==> config.mk <==
export PLATFORM = sky130hd
export DESIGN_NAME = pacc_unit
export DESIGN_NICKNAME = d
export VERILOG_FILES = /design/src/rtl/pacc_pkg.sv /design/src/rtl/pacc_tile.sv /design/src/rtl/pacc_row_alu.sv /design/src/rtl/pacc_unit.sv
export SDC_FILE = /design/constraint.sdc
export NUM_CORES = 2
export LEC_CHECK = 0
export CAP_MARGIN = 20
export CORE_MARGIN = 10
export CORE_UTILIZATION = 35
export CTS_BUF_LIST = sky130_fd_sc_hd__clkbuf_4
export DETAILED_ROUTE_END_ITERATION = 10
export DONT_BUFFER_PORTS = 1
export PLACE_DENSITY_LB_ADDON = 0.08
export SYNTH_ARGS = -nofsm -noshare
export SYNTH_HDL_FRONTEND = slang
export SYNTH_SLANG_ARGS = --single-unit
==> constraint.sdc <==
create_clock -name clk -period 10.6 [get_ports clk]
set_input_delay 2.12 -clock clk [delete_from_list [all_inputs] [get_ports clk]]
set_output_delay 2.12 -clock clk [all_outputs]
set_load 0.01 [all_outputs]
==> src/rtl/pacc_pkg.sv <==
package pacc_pkg;
  typedef enum logic { DIR_BY_COL = 1'b0, DIR_BY_ROW = 1'b1 } acc_dir_e;
  typedef enum logic { ESZ_W32 = 1'b0, ESZ_W64 = 1'b1 } acc_esz_e;
endpackage

==> src/rtl/pacc_tile.sv <==
module pacc_tile #(
  parameter int VLEN  = 128,
  parameter int NROWS = VLEN / 32,
  localparam int RW   = $clog2(NROWS)
) (
  input  logic            clk,
  input  logic            rst,
  input  logic            we,
  input  logic [RW-1:0]   wrow,
  input  logic [VLEN-1:0] wdata,
  input  logic [RW-1:0]   arow,
  output logic [VLEN-1:0] adata,
  input  logic [RW-1:0]   rrow,
  output logic [VLEN-1:0] rdata
);
  logic [VLEN-1:0] mem [NROWS];

  always_ff @(posedge clk) begin
    if (rst) begin
      for (int i = 0; i < NROWS; i++) mem[i] <= '0;
      rdata <= '0;
    end else begin
      if (we) mem[wrow] <= wdata;
      rdata <= mem[rrow];
    end
  end

  assign adata = mem[arow];
endmodule

==> src/rtl/pacc_row_alu.sv <==
module pacc_row_alu
  import pacc_pkg::*;
#(
  parameter int VLEN = 128,
  localparam int NL  = VLEN / 32,
  localparam int ND  = VLEN / 64,
  localparam int RW  = $clog2(NL)
) (
  input  logic [VLEN-1:0] old_row,
  input  logic [VLEN-1:0] src,
  input  logic [NL-1:0]   col_en32,
  input  logic [ND-1:0]   col_en64,
  input  logic            row_act,
  input  acc_dir_e        dir,
  input  acc_esz_e        esz,
  input  logic [RW-1:0]   row_idx,
  output logic [VLEN-1:0] new_row
);
  logic [31:0] bcast32;
  logic [63:0] bcast64;

  always_comb begin
    bcast32 = '0;
    bcast64 = '0;
    for (int k = 0; k < NL; k++)
      if (row_idx == RW'(k)) bcast32 = src[k*32 +: 32];
    for (int d = 0; d < ND; d++)
      if (row_idx == RW'(d)) bcast64 = src[d*64 +: 64];
  end

  for (genvar c = 0; c < ND; c++) begin : g_dw
    logic [63:0] old64, add64, sum64, res64;
    logic [63:0] res32pair;
    assign old64 = old_row[c*64 +: 64];
    assign add64 = (dir == DIR_BY_ROW) ? bcast64 : src[c*64 +: 64];
    assign sum64 = old64 + add64;
    assign res64 = (row_act && col_en64[c]) ? sum64 : old64;
    for (genvar h = 0; h < 2; h++) begin : g_lane
      localparam int L = 2 * c + h;
      logic [31:0] old32, add32, sum32;
      assign old32 = old_row[L*32 +: 32];
      assign add32 = (dir == DIR_BY_ROW) ? bcast32 : src[L*32 +: 32];
      assign sum32 = old32 + add32;
      assign res32pair[h*32 +: 32] = (row_act && col_en32[L]) ? sum32 : old32;
    end
    assign new_row[c*64 +: 64] = (esz == ESZ_W64) ? res64 : res32pair;
  end

  // an unselected row passes through unchanged
  always_comb begin
    if (!row_act) begin
      p_idle_row_kept_r5: assert (new_row == old_row);
    end
  end
endmodule

==> src/rtl/pacc_unit.sv <==
module pacc_unit
  import pacc_pkg::*;
#(
  parameter int VLEN = 128,
  localparam int NL  = VLEN / 32,
  localparam int ND  = VLEN / 64,
  localparam int PW  = VLEN / 8,
  localparam int RW  = $clog2(NL)
) (
  input  logic            clk,
  input  logic            rst,
  input  logic            start_i,
  input  logic            vert_i,
  input  logic            wide_i,
  input  logic [VLEN-1:0] src_i,
  input  logic [PW-1:0]   row_pred_i,
  input  logic [PW-1:0]   col_pred_i,
  output logic            busy_o,
  output logic            done_o,
  input  logic            ld_en_i,
  input  logic [RW-1:0]   ld_row_i,
  input  logic [VLEN-1:0] ld_data_i,
  input  logic [RW-1:0]   rd_row_i,
  output logic [VLEN-1:0] rd_data_o
);
  // predicate expansion: 32-bit element k -> bit 4k, 64-bit element k -> bit 8k
  logic [NL-1:0] rsel32, csel32, rsel64;
  logic [ND-1:0] csel64;
  for (genvar k = 0; k < NL; k++) begin : g_pexp
    assign rsel32[k] = row_pred_i[4*k];
    assign csel32[k] = col_pred_i[4*k];
    if (k < ND) begin : g_w
      assign rsel64[k] = row_pred_i[8*k];
      assign csel64[k] = col_pred_i[8*k];
    end else begin : g_pad
      assign rsel64[k] = 1'b0;
    end
  end
  logic unused_pred;
  assign unused_pred = ^{row_pred_i, col_pred_i};

  acc_dir_e        dir_q;
  acc_esz_e        esz_q;
  logic [VLEN-1:0] src_q;
  logic [NL-1:0]   rsel32_q, csel32_q, rsel64_q;
  logic [ND-1:0]   csel64_q;
  logic [RW-1:0]   row_q, last_row;
  logic            busy_q, done_q, row_act;
  logic [VLEN-1:0] cur_row, upd_row;

  assign last_row = (esz_q == ESZ_W64) ? RW'(ND - 1) : RW'(NL - 1);
  assign row_act  = (esz_q == ESZ_W64) ? rsel64_q[row_q] : rsel32_q[row_q];

  always_ff @(posedge clk) begin
    if (rst) begin
      busy_q   <= 1'b0;
      done_q   <= 1'b0;
      row_q    <= '0;
      dir_q    <= DIR_BY_COL;
      esz_q    <= ESZ_W32;
      src_q    <= '0;
      rsel32_q <= '0;
      csel32_q <= '0;
      rsel64_q <= '0;
      csel64_q <= '0;
    end else begin
      done_q <= 1'b0;
      if (!busy_q && start_i) begin
        busy_q   <= 1'b1;
        row_q    <= '0;
        dir_q    <= acc_dir_e'(vert_i);
        esz_q    <= acc_esz_e'(wide_i);
        src_q    <= src_i;
        rsel32_q <= rsel32;
        csel32_q <= csel32;
        rsel64_q <= rsel64;
        csel64_q <= csel64;
      end else if (busy_q) begin
        row_q <= row_q + RW'(1);
        if (row_q == last_row) begin
          busy_q <= 1'b0;
          done_q <= 1'b1;
        end
      end
    end
  end

  pacc_row_alu #(.VLEN(VLEN)) u_alu (
    .old_row (cur_row),
    .src     (src_q),
    .col_en32(csel32_q),
    .col_en64(csel64_q),
    .row_act (row_act),
    .dir     (dir_q),
    .esz     (esz_q),
    .row_idx (row_q),
    .new_row (upd_row)
  );

  pacc_tile #(.VLEN(VLEN), .NROWS(NL)) u_tile (
    .clk  (clk),
    .rst  (rst),
    .we   (busy_q | ld_en_i),
    .wrow (busy_q ? row_q : ld_row_i),
    .wdata(busy_q ? upd_row : ld_data_i),
    .arow (row_q),
    .adata(cur_row),
    .rrow (rd_row_i),
    .rdata(rd_data_o)
  );

  assign busy_o = busy_q;
  assign done_o = done_q;

  p_row_limit_r8: assert property (@(posedge clk) disable iff (rst)
    busy_q |-> row_q <= last_row);
  p_done_single_r8: assert property (@(posedge clk) disable iff (rst)
    done_q |=> !done_q);
  p_done_on_fall_r8: assert property (@(posedge clk) disable iff (rst)
    $fell(busy_q) |-> done_q);
  p_cfg_hold_r9: assert property (@(posedge clk) disable iff (rst)
    (busy_q && start_i) |=> ($stable(src_q) && $stable(dir_q) && $stable(esz_q)));
endmodule

---- After elaboration in Yosys (flattened, before gate mapping) ----
Memory sizes are Yosys's and may differ from the RTL's. A register that Yosys moved wholly into a read port is not among the register bits.
Cells that the tools add are included.
operators by class
  add/subtract/negate cells ............... 7
  order comparisons ....................... 1
  equality and inequality tests ........... 4
  muxes and demuxes ....................... 42
  bitwise operators ....................... 2
  reduce and logical (&&, ||, !) cells .... 12
operator list
  kind                                                         number
  2-to-1 mux 64 bit                                            8
  2-to-1 mux 32 bit                                            12
  2-to-1 mux 128 bit                                           2
  adder 32 bit                                                 4
  adder 64 bit                                                 2
  OR reduction 128 bit                                         1
  2-to-1 mux 1 bit                                             13
  2-to-1 mux 2 bit                                             5
  logical AND 1 bit                                            7
  binary-select mux 1 bit (select 2 bit)                       2
  equality test 2 bit (second input constant)                  2
  less-than comparator 2 x 3 -> 1 bit (second input constant)  1
  OR reduction 3 bit                                           1
  adder 2 x 1 -> 2 bit (second input constant)                 1
  equality test 2 x 1 -> 1 bit (second input constant)         1
  equality test 2 bit                                          1
  zero test 2 bit                                              1
  OR reduction 2 bit                                           1
  zero test 1 bit                                              1
  NOT 1 bit                                                    1
  bitwise OR 1 bit                                             1
word-level totals
  register bits ........................... 146
  bits in writable memories ............... 512
  input bits .............................. 298
  output and inout bits ................... 130
  logic and storage cells ................. 79
  memories kept ........................... 1
memory list
  name        depth  bits a word  read ports  clocked after Yosys merged registers in  write ports  RTL line         RTL
  u_tile.mem  4      128          2           2                                        4            pacc_tile.sv:16  logic [VLEN-1:0] mem [NROWS];

---- Depth between registers and ports, before layout ----
  word-level depth ........................ 11
  depth in mapped cells ................... 24
  depth with buffers taken out ............ 21

---- Hierarchy ----
From an unflattened synthesis, not the netlist that was laid out.
unflattened totals
  cells, all modules ...................... 5488
  area, all modules ....................... 54388.4 um^2
by module, submodules not included
  module        instances  cells each  area each (um^2)
  pacc_tile     1          1816        28224.6
  pacc_row_alu  1          3198        20278.2
  pacc_unit     1          474         5885.6

---- Worst setup path after synthesis ----
Ideal clock, no wire load.
  path type ............................... in2reg
  from .................................... input port rst
  to ...................................... memory u_tile.mem[3][0], enable pin
  library setup time ...................... 0.516 ns
  data arrival time ....................... 5.932 ns
  required time ........................... 10.084 ns
  path slack .............................. 4.152 ns
  cell stages on the path ................. 3
  buffers on the path ..................... 2
  path through ............................ clkbuf_1 > clkbuf_1 > a311o_1
RTL lines
  what             RTL line         RTL
  start, declared  pacc_unit.sv:11  input logic rst,
  end, declared    pacc_tile.sv:16

==> results.md <==
* GRT Util Overall at 30.4%
* CTS hold repair buffers at 0
* Syn-to-layout area delta at 8.64%
* Leak at approximately 23 nW
* Critical Path Start Type: register
* R2R depth at 15
* Hold_sp: rsel32_q[0]
* Global route overflow at 0
* Crit. End Element: register
* Worst Hold Path EP: rsel32_q[0]
* Syn. warnings at 0
* DR iter-0 viols at 6995
* CTS tree: built
* Fin crit period at 7020 ps
* FF-to-FF Start: row_q[1]
* Largest net degree at the start of global routing at 140
* Clock Latency Late Sink at 1340 ps
* Share of layout cells above drive strength 1 at 13.5%
* Vias in the first global route at 45.9k
* DRC at 0
* IO Pins at 428
* Routed WL at approximately 270 mm
* Post-synth cell types at between 100 and 150
* Worst Path Required at 11620 ps
* Synth Area per Inst at 9.61 um2
* Final ANT Viol Nets at 0
* Die Wd at 414 um
* Top achievable clock speed at 0.143 GHz
* Most common cell after layout, fill and taps aside: nor2_1
* Post-cts gate resize count at 0
* CTS Root Buffer Type: clkbuf_4
* Mapped Cells at 5665
* Port bufs at 0
* Clk_skew at 121 ps
* DR pass1 iterations at 6
* Final instance count without filler cells at 7801
* Fraction of registers with async set/reset at 0%
* Number of setup violations in the final report at 0
* Met2 Resource Use GR at between 40% and 50%
* # nets final at 6113
* Hpwl dp at roughly 210 mm
* Most frequent cells in the layout: nor2_1 (612), nand2_1 (513), edfxtp_1 (512)
* Setup CP Type: register to register
* Fin. Hold Viols at 0
* Die Y at 414 um
* Number of flops mapped to enable cells by yosys at 512
* Syn Nets at 6223
* Setup_tns at 0 ps
* Hold Path Depth at 1
* Cell count after placement at 7378
* Status: finished, final reports clean
* CP dominant cell by count: nand2_1
* Peak supply drop at 115 uV
* Worst path cell trace: inv_1, ha_2, nand2b_4, buf_4, o21ai_0, ha_1, nand2_1, or3_1, nor4_1, nor3_2, o31ai_1, xnor2_1, nand2_1, a32oi_1, nor2_1
* Initial antenna violation count at 49
* Critical path's largest stage delay at 800 ps
* Maxcap violations at 0
* Final Cycle Share at about two thirds
* PD cells at 156 nW/um2
* First-pass GRT wire length at 373 mm
* Via density at 6.36
* Fin util at 38.3%
* CORE AREA at 154000 um2
* Reg2Reg Setup Slack at ~3600 ps
* Setup repair bufs after CTS at 0
* Seq/Total Area, Yosys at 38.2%
* Area of the mapped netlist at 54500 um2
* CTS buffer count at 215
* GR peak layer: met1
* Main synth FF type: edfxtp_1
* Worst-margin pin slew at ~1500 ps
* Avg WL per Cell at 35.2 um
* Fin. max-slew vios at 0
* Rows at approximately 140
* Hold WC Path Type: register to register
* M3 GR Usage at 8.01%
* Crit path max fanout at 94
* RePlAce Congestion at 1.02
* Initial Util at 35.3%
* Met1 Track Usage GR at roughly 44%
* Critical path data arrival time at about 8000 ps
* Clk slew on worst S/H paths at 80 ps
* Total clock sinks at 784
* Rel. slew slack at 1.78%
* Number of synthesized register bits at 784
* Clock buffer depth at 3
* Total number of vias at 49.6k
* RR Endpoint: u_tile.mem[0][99]
* Die area at 172000 um2
* Worst path slowest cell: nor4_1
* RSZ-0062 raised after global routing: no
* Htree depth at 4
[state kept, by name, summed over array words and instances (netlist names), named ones only]
name / flops
rsel32_q: 4
esz_q: 1
u_tile.rdata: 128
csel32_q: 4
dir_q: 1
done_o: 1
busy_o: 1
src_q: 128
row_q: 2
u_tile.mem: 512
[area by class of cell]
type	count	area, um2
Antenna cell	33	82.6
Sequential cell	784	20800
Multi-Input combinational cell	4317	31600
Timing Repair Buffer	86	721
Fill cell	15700	95200
Clock buffer	301	2260
Tap cell	2044	2560
Inverter	151	567
Clock inverter	85	549
[power by group]
group / internal [mW] / leakage, nW / switching (mW)
registers: 3.48 / 7.58 / 0.197
clock network: 1.38 / 1.66 / 1.46
logic: 0.876 / 13.7 / 1.85
total: 5.74 / 22.9 / 3.50
[synthesized netlist by cell type, types with 35 or more instances]
library cell | n | share of area, %
a211oi_1 | 64 | 0.88
a21o_1 | 158 | 2.2
a21oi_1 | 433 | 4.0
a22o_1 | 206 | 3.3
a31oi_1 | 59 | 0.68
and2_1 | 77 | 0.88
buf_1 | 35 | 0.24
buf_2 | 47 | 0.43
clkbuf_1 | 330 | 2.3
dfxtp_1 | 272 | 10
edfxtp_1 | 512 | 28
ha_1 | 254 | 5.8
inv_1 | 150 | 1.0
mux4_2 | 257 | 11
nand2_1 | 515 | 3.5
nand2b_1 | 38 | 0.44
nand3_1 | 65 | 0.60
nand4_1 | 84 | 0.96
nor2_1 | 617 | 4.3
nor2b_1 | 161 | 1.8
nor3_1 | 109 | 1.0
o211ai_1 | 101 | 1.4
o21a_1 | 157 | 2.2
o21ai_0 | 295 | 2.7
o21bai_1 | 47 | 0.65
xnor2_1 | 119 | 1.9
xor2_1 | 64 | 1.0
[worst max-delay path, delay by kind of cell (launching register included)]
family                   cells  cell delay, ps
AND/OR/NAND/NOR              7            2250
AO/OA/AOI/OAI                3            1840
adder cells (fa/ha/maj)      2            1050
buffers and inverters        2             900
flip-flops                   1             440
XOR/XNOR                     1             220
[worst max path at each step]
stage | depth (start not counted) | slack, ps | from | endpoint
2_1_floorplan | 3 | 4150 | rst | u_tile.mem[3][0]
3_3_place_gp | 17 | 3750 | row_q[1] | u_tile.mem[1][126]
3_5_place_dp | 21 | 3820 | row_q[0] | u_tile.mem[1][24]
4_1_cts | 21 | 3850 | row_q[0] | u_tile.mem[1][24]
5_1_grt | 15 | 3360 | row_q[1] | u_tile.mem[0][115]
6_report | 15 | 3580 | row_q[1] | u_tile.mem[0][99]
[through the flow]
step,setup WS (ps),power [mW],instance area (um2),hold slack (ps)
after floorplan,4150,5.34,54500,441
after global placement,3750,6.37,56200,465
after detailed placement,3820,6.36,56300,463
after CTS,3850,9.22,59100,489
after global routing,3360,9.62,59200,513
final,3580,9.24,59200,496
[layer usage]
layer  vias up  wire (um)
met5         -        128
met1     25200     121000
met2      2672     114000
met3       441      28200
li1      21300          -
met4        20      10200
[cells by family after synthesis]
kind of cell	count (synthesis)	share of synthesized area, %
and+or+nand+nor	1803	15.4
AOI/OAI and AO/OA	1784	22.2
DFF	784	38.2
buffers and inverters	564	4.00
muxes	287	11.2
adders and majority gates	260	6.06
xor gates and xnor gates	183	2.94
No activity file was read; power rests on OpenSTA's default activity.
